File: src/rtl/tdm_pkg.sv
package tdm_pkg;

    typedef enum logic [1:0] {
        TX_IDLE = 2'd0,
        TX_SYNC = 2'd1,
        TX_CHAN = 2'd2,
        TX_DONE = 2'd3
    } tx_state_e;

    function automatic int unsigned idx_width(input int unsigned n);
        return (n > 1) ? $clog2(n) : 1;
    endfunction

endpackage

File: src/rtl/tdm_hold_bank.sv
module tdm_hold_bank #(
    parameter int unsigned WORD_W = 12,
    parameter int unsigned NUM_CH = 4,
    localparam int unsigned CH_W  = tdm_pkg::idx_width(NUM_CH)
) (
    input  logic                     clk,
    input  logic                     rst_n,
    input  logic                     capture,
    input  logic [NUM_CH*WORD_W-1:0] words_in,
    input  logic [CH_W-1:0]          sel,
    output logic [WORD_W-1:0]        word_out
);

    logic [WORD_W-1:0] bank [NUM_CH];

    for (genvar g = 0; g < NUM_CH; g++) begin : g_slot
        always_ff @(posedge clk or negedge rst_n) begin
            if (!rst_n) begin
                bank[g] <= '0;
            end else if (capture) begin
                bank[g] <= words_in[g*WORD_W +: WORD_W];
            end
        end
    end

    always_comb begin
        word_out = '0;
        for (int i = 0; i < NUM_CH; i++) begin
            if (sel == CH_W'(i)) begin
                word_out = bank[i];
            end
        end
    end

    AST_BANK_STABLE: assert property (@(posedge clk) disable iff (!rst_n)
        !capture |=> $stable(bank[0]))
        else $error("bank changed without capture");

endmodule

File: src/rtl/tdm_slot_fsm.sv
module tdm_slot_fsm
    import tdm_pkg::*;
#(
    parameter int unsigned WORD_W = 12,
    parameter int unsigned NUM_CH = 4,
    localparam int unsigned CH_W  = tdm_pkg::idx_width(NUM_CH),
    localparam int unsigned BIT_W = tdm_pkg::idx_width(WORD_W)
) (
    input  logic            clk,
    input  logic            rst_n,
    input  logic            frame_strobe,
    input  logic            bit_en,
    output tx_state_e       state_o,
    output logic            emit_o,
    output logic            first_bit_o,
    output logic            load_sync_o,
    output logic            load_word_o,
    output logic            shift_o,
    output logic [CH_W-1:0] word_sel_o,
    output logic            overrun_set_o
);

    localparam logic [BIT_W-1:0] LAST_BIT = BIT_W'(WORD_W - 1);
    localparam logic [CH_W-1:0]  LAST_CH  = CH_W'(NUM_CH - 1);

    tx_state_e         state_q, state_d;
    logic [BIT_W-1:0]  bit_q, bit_d;
    logic [CH_W-1:0]   ch_q, ch_d;
    logic              busy;
    logic              emit;
    logic              last_bit;
    logic              last_ch;

    assign busy     = (state_q == TX_SYNC) || (state_q == TX_CHAN);
    assign emit     = bit_en && !frame_strobe && busy;
    assign last_bit = (bit_q == LAST_BIT);
    assign last_ch  = (ch_q == LAST_CH);

    // next-state and slot counters
    always_comb begin
        state_d = state_q;
        bit_d   = bit_q;
        ch_d    = ch_q;
        if (frame_strobe) begin
            state_d = TX_SYNC;
            bit_d   = '0;
            ch_d    = '0;
        end else begin
            unique case (state_q)
                TX_IDLE: begin
                end
                TX_SYNC: begin
                    if (emit) begin
                        if (last_bit) begin
                            state_d = TX_CHAN;
                            bit_d   = '0;
                            ch_d    = '0;
                        end else begin
                            bit_d = bit_q + 1'b1;
                        end
                    end
                end
                TX_CHAN: begin
                    if (emit) begin
                        if (last_bit) begin
                            bit_d = '0;
                            if (last_ch) begin
                                state_d = TX_DONE;
                            end else begin
                                ch_d = ch_q + 1'b1;
                            end
                        end else begin
                            bit_d = bit_q + 1'b1;
                        end
                    end
                end
                TX_DONE: begin
                end
                default: begin
                    state_d = TX_IDLE;
                end
            endcase
        end
    end

    // state register
    always_ff @(posedge clk or negedge rst_n) begin
        if (!rst_n) begin
            state_q <= TX_IDLE;
            bit_q   <= '0;
            ch_q    <= '0;
        end else begin
            state_q <= state_d;
            bit_q   <= bit_d;
            ch_q    <= ch_d;
        end
    end

    // control outputs
    always_comb begin
        state_o       = state_q;
        emit_o        = emit;
        first_bit_o   = (state_q == TX_SYNC) && (bit_q == '0);
        load_sync_o   = frame_strobe;
        load_word_o   = emit && last_bit && !((state_q == TX_CHAN) && last_ch);
        shift_o       = emit && !load_word_o;
        overrun_set_o = frame_strobe && busy;
        if (state_q == TX_SYNC) begin
            word_sel_o = '0;
        end else if (last_ch) begin
            word_sel_o = ch_q;
        end else begin
            word_sel_o = ch_q + 1'b1;
        end
    end

    AST_CH_IN_RANGE: assert property (@(posedge clk) disable iff (!rst_n)
        ch_q <= LAST_CH)
        else $error("channel index out of range");

    AST_DONE_HOLDS: assert property (@(posedge clk) disable iff (!rst_n)
        (state_q == TX_DONE && !frame_strobe) |=> (state_q == TX_DONE))
        else $error("left done state without strobe");

    AST_STROBE_RESTARTS: assert property (@(posedge clk) disable iff (!rst_n)
        frame_strobe |=> (state_q == TX_SYNC && bit_q == '0))
        else $error("strobe did not restart frame");

endmodule

File: src/rtl/tdm_piso.sv
module tdm_piso #(
    parameter int unsigned          WORD_W   = 12,
    parameter logic [WORD_W-1:0]    SYNC_PAT = 12'hB47
) (
    input  logic              clk,
    input  logic              rst_n,
    input  logic              load_sync,
    input  logic              load_word,
    input  logic              shift,
    input  logic [WORD_W-1:0] word_in,
    output logic              msb_o
);

    logic [WORD_W-1:0] shreg;

    always_ff @(posedge clk or negedge rst_n) begin
        if (!rst_n) begin
            shreg <= '0;
        end else if (load_sync) begin
            shreg <= SYNC_PAT;
        end else if (load_word) begin
            shreg <= word_in;
        end else if (shift) begin
            shreg <= {shreg[WORD_W-2:0], 1'b0};
        end
    end

    assign msb_o = shreg[WORD_W-1];

    AST_LOAD_EXCLUSIVE: assert property (@(posedge clk) disable iff (!rst_n)
        load_sync |-> !(load_word || shift))
        else $error("strobe collided with shift");

    AST_SYNC_LOADED: assert property (@(posedge clk) disable iff (!rst_n)
        load_sync |=> (shreg == SYNC_PAT))
        else $error("sync pattern not loaded");

endmodule

File: src/rtl/tdm_frame_tx.sv
module tdm_frame_tx
    import tdm_pkg::*;
#(
    parameter int unsigned       WORD_W   = 12,
    parameter int unsigned       NUM_CH   = 4,
    parameter logic [WORD_W-1:0] SYNC_PAT = 12'hB47
) (
    input  logic                     clk,
    input  logic                     rst_n,
    input  logic                     frame_strobe,
    input  logic                     bit_en,
    input  logic [NUM_CH*WORD_W-1:0] ch_words,
    output logic                     ser_bit,
    output logic                     bit_valid,
    output logic                     frame_start,
    output logic                     overrun
);

    localparam int unsigned CH_W = tdm_pkg::idx_width(NUM_CH);

    tx_state_e         state;
    logic              emit;
    logic              first_bit;
    logic              load_sync;
    logic              load_word;
    logic              shift;
    logic [CH_W-1:0]   word_sel;
    logic              overrun_set;
    logic [WORD_W-1:0] next_word;
    logic              line_msb;

    tdm_hold_bank #(
        .WORD_W (WORD_W),
        .NUM_CH (NUM_CH)
    ) u_bank (
        .clk      (clk),
        .rst_n    (rst_n),
        .capture  (frame_strobe),
        .words_in (ch_words),
        .sel      (word_sel),
        .word_out (next_word)
    );

    tdm_slot_fsm #(
        .WORD_W (WORD_W),
        .NUM_CH (NUM_CH)
    ) u_fsm (
        .clk           (clk),
        .rst_n         (rst_n),
        .frame_strobe  (frame_strobe),
        .bit_en        (bit_en),
        .state_o       (state),
        .emit_o        (emit),
        .first_bit_o   (first_bit),
        .load_sync_o   (load_sync),
        .load_word_o   (load_word),
        .shift_o       (shift),
        .word_sel_o    (word_sel),
        .overrun_set_o (overrun_set)
    );

    tdm_piso #(
        .WORD_W   (WORD_W),
        .SYNC_PAT (SYNC_PAT)
    ) u_piso (
        .clk       (clk),
        .rst_n     (rst_n),
        .load_sync (load_sync),
        .load_word (load_word),
        .shift     (shift),
        .word_in   (next_word),
        .msb_o     (line_msb)
    );

    // registered line outputs
    always_ff @(posedge clk or negedge rst_n) begin
        if (!rst_n) begin
            ser_bit     <= 1'b0;
            bit_valid   <= 1'b0;
            frame_start <= 1'b0;
            overrun     <= 1'b0;
        end else begin
            ser_bit     <= emit && line_msb;
            bit_valid   <= emit;
            frame_start <= emit && first_bit;
            overrun     <= overrun_set;
        end
    end

    AST_VALID_NEEDS_EN: assert property (@(posedge clk) disable iff (!rst_n)
        bit_valid |-> $past(bit_en))
        else $error("valid without bit enable");

    AST_IDLE_LINE_LOW: assert property (@(posedge clk) disable iff (!rst_n)
        !bit_valid |-> !ser_bit)
        else $error("line not idle low");

    AST_START_IS_VALID: assert property (@(posedge clk) disable iff (!rst_n)
        frame_start |-> bit_valid)
        else $error("frame start without valid bit");

    AST_OVERRUN_CAUSE: assert property (@(posedge clk) disable iff (!rst_n)
        overrun |-> $past(frame_strobe))
        else $error("overrun without strobe");

    AST_STROBE_WINS: assert property (@(posedge clk) disable iff (!rst_n)
        frame_strobe |=> !bit_valid)
        else $error("bit sent on strobe cycle");

    AST_IDLE_SILENT: assert property (@(posedge clk) disable iff (!rst_n)
        (state == TX_IDLE || state == TX_DONE) && !frame_strobe |=> !bit_valid)
        else $error("bit sent outside frame");

endmodule

File: config.mk
export PLATFORM = sky130hd
export DESIGN_NAME = tdm_frame_tx
export DESIGN_NICKNAME = d
export VERILOG_FILES = /design/src/rtl/tdm_pkg.sv /design/src/rtl/tdm_hold_bank.sv /design/src/rtl/tdm_slot_fsm.sv /design/src/rtl/tdm_piso.sv /design/src/rtl/tdm_frame_tx.sv
export SDC_FILE = /design/constraint.sdc
export NUM_CORES = 1
export LEC_CHECK = 0
export BUFFER_PORTS_ARGS = -buffer_cell sky130_fd_sc_hd__buf_2
export CAP_MARGIN = 20
export CORE_MARGIN = 4
export CORE_UTILIZATION = 40
export DETAILED_ROUTE_END_ITERATION = 8
export MAX_ROUTING_LAYER = met4
export PLACE_DENSITY = 0.7
export REMOVE_ABC_BUFFERS = 1
export SLEW_MARGIN = 20
export SYNTH_ARGS = -nofsm -noshare
export SYNTH_HDL_FRONTEND = slang
export SYNTH_SLANG_ARGS = --single-unit
export TNS_END_PERCENT = 30
File: constraint.sdc
create_clock -name clk -period 5.75 [get_ports clk]
set_clock_uncertainty 0.15 [all_clocks]
set_input_delay 1.15 -clock clk [delete_from_list [all_inputs] [get_ports clk]]
set_output_delay 1.15 -clock clk [all_outputs]
set_load 0.02 [all_outputs]
==> flow_metrics.tcl <==
set metrics [dict create \
    clk-insertion-delay-late_ns 0.33 \
    slew_violations 0 \
    ff2ff_setup_slack_ns 3.38 \
    yosysMostFrequentCell "dfrtp_1" \
    arrival_ns 2.70 \
    wl_met2_mm 3.04 \
    netlist.area_leader.share_pct 54.2 \
    path_max_fanout 68 \
    criticalPathCategory "in -> reg" \
    netlist_area_mm2 0.00332 \
    met3_length_um 272 \
    hold_viol_final 0 \
    yosysSeqAreaShare_pct 54.2 \
    cp_slowest_cell "nor2_1" \
    clkSinkCount 72 \
    grt_setup_unrepaired "false" \
    drt-pass1-iter-count 4 \
    cts_tree "done" \
    cts-buffers-inserted 9 \
    h-tree-depth 3 \
    tns_ns 0 \
    hold_path_class "reg -> reg" \
    leakage_nw 1.67 \
    wl_mm 6.47 \
    relSlewSlack_pct 35.3 \
    cts_hold_buffers 0 \
    post-route-period-util_pct 45.1 \
    cts_root_buffer "clkbuf_8" \
    fin_util_pct 48.3 \
    area_delta_synth_final_pct 14.8 \
    drt_iter0_markers 152 \
    drt-met1-wl_mm 3.09 \
    die_h_um 99.1 \
    worst_pin_slew_ns 0.966 \
    start_kind "primary input" \
    ys_ff_latch 72 \
    synth.distinct_cells 33 \
    die_w_um 99.1 \
    vias 2317 \
    antennaDiodeCount 0 \
    powerDensity_mw_per_mm2 283 \
    drive_gt1_share_pct 33.0 \
    yosysTopAreaCell "dfrtp_1" \
    synth_top_flop_cell "dfrtp_1" \
    synth_edf_count 0 \
    drc 0 \
    dp.cells 438 \
    numPortBuffers 55 \
    fillers 732 \
    ant_nets 0 \
    fmax_mhz 386 \
    yosysWarnings 0 \
    layout.cells.non_filler 453 \
    highest_layer "met4" \
    dieArea_mm2 0.00983 \
    cp.required_ns 5.86 \
    crit_path_max_incr_delay_ns 0.70 \
    track_usage_pct 14.9 \
    grt_pass1_wl_mm 11.5 \
    grt_overflow 0 \
    core_area_mm2 0.00789 \
    avgRoutedWirePerCell_um 14.3 \
    setup_violations 0 \
    post_cts_buffers 0 \
    synth_common_cells "dfrtp_1, nand2_1, mux2_2" \
    synthCells 297 \
    avgSynthCellArea_um2 11.2 \
    hold_slack_ns 0.332 \
    cp-end-kind "flop" \
    vdd_drop_max_mv 0.145 \
    hpwlAfterDp_mm 4.41 \
    clock_path_buffers 2 \
    grt_pass1_vias 2434 \
    synthTopCellsByArea "dfrtp_1, mux2_2, nand2_1" \
    viasPerCell 5.11 \
    nets 404 \
    ioPinCount 56 \
    drv_cap 0 \
    period_minus_slack_ns 2.59 \
    async_flop_share_pct 100 \
    place.gp.congestion 0.824 \
    worst-path-buf-inv 2 \
    status "completed" \
    path_cells "buf_2 > buf_4 > nor2_1 > o21ai_0 > o21ai_1" \
    grt_max_degree 69 \
    clk_pin_slew_worst_paths_ns 0.07 \
    initial_core_util_pct 42.1 \
    postCtsResizedCells 0 \
    antenna_found_initial 0 \
    cp_top_family "simple AND/OR/NAND/NOR gates" \
    rows 32 \
]
cell usage in the layout (no fill, tap or decap):
cell,instances
buf_2,55
or2_1,1
and2_1,2
clkbuf_1,1
clkbuf_8,11
a31oi_1,8
mux2_1,1
buf_4,3
a31o_2,1
a211oi_4,1
mux2i_1,12
clkinv_2,2
nor2b_1,2
a221oi_1,7
a21oi_1,7
inv_1,12
o21ai_0,12
nor3b_1,7
nor3_1,2
nand3b_1,1
dfrtp_1,72
nand2b_1,2
and2b_1,1
o221ai_1,5
clkinvlp_4,1
nand3_1,2
o21ai_1,8
or2_4,1
and4_1,1
nand2_1,44
mux2_2,41
o21bai_1,1
nor2_1,19
ha_1,5
worst reg2reg max path, stage by stage (launching register included):
cell	delay, ns
dfrtp_1	0.40
inv_1	0.06
ha_1	0.31
nand2b_1	0.31
nor2_1	0.67
o21ai_0	0.24
o21ai_1	0.16
final cells by class:
cell class	instances	area, um^2	area share (%)
Sequential cell	72	1800	47.3
Multi-Input combinational cell	194	1370	35.9
Timing Repair Buffer	58	298	7.81
Clock buffer	12	155	4.07
Tap cell	102	128	3.35
Inverter	12	45.0	1.18
Clock inverter	3	17.5	0.459
layer usage:
metal / up-vias / GRT usage, %
li1: 1123 / -
met1: 1136 / 20.1
met2: 51 / 22.4
met3: 7 / 3.79
met4: 0 / 3.89
met5: - / -
flip-flops by register name, summed over array words and instances (netlist names):
signal         cells
ser_bit            1
u_fsm.bit_q        4
frame_start        1
bit_valid          1
overrun            1
u_bank.bank       48
u_fsm.ch_q         2
u_piso.shreg      12
u_fsm.state_o      2
where the power goes:
part           internal, W  total [W]  leakage, nW  switching (W)
Clock             0.000177   0.000352       0.0882       0.000175
Sequential        0.000553   0.000576        0.856      0.0000227
Combinational    0.0000719   0.000152        0.727      0.0000799
Total             0.000802    0.00108         1.67       0.000278
through the flow:
step / setup slack (ns) / cell area [um^2] / power, W
after floorplan: 3.49 / 3210 / 0.000675
after global placement: 2.88 / 3640 / 0.000733
final: 3.16 / 3810 / 0.00108
after CTS: 3.14 / 3810 / 0.00110
after detailed placement: 2.78 / 3640 / 0.000741
after global routing: 2.96 / 3810 / 0.00115
cell families (layout without fill, tap and decap cells):
group,count (synthesis),after routing,synth area share [%]
compound gates,50,50,9.83
fa+ha+maj,5,5,1.88
buf+inv,31,85,4.59
flops,72,72,54.2
mux,54,54,17.9
simple gates,85,85,11.6
path summary, 6_finish.rpt:
check	to	cells after the start	startpoint
max	u_piso.shreg[4]	5	frame_strobe
min	ser_bit	1	u_piso.shreg[11]
max reg2reg	u_piso.shreg[4]	6	u_fsm.state_o[0]
min reg2reg	ser_bit	1	u_piso.shreg[11]
max in group asynchronous	u_bank.bank[47]	2	rst_n
min in group asynchronous	overrun	1	rst_n
Note: power is estimated with default switching activity, not from simulation.
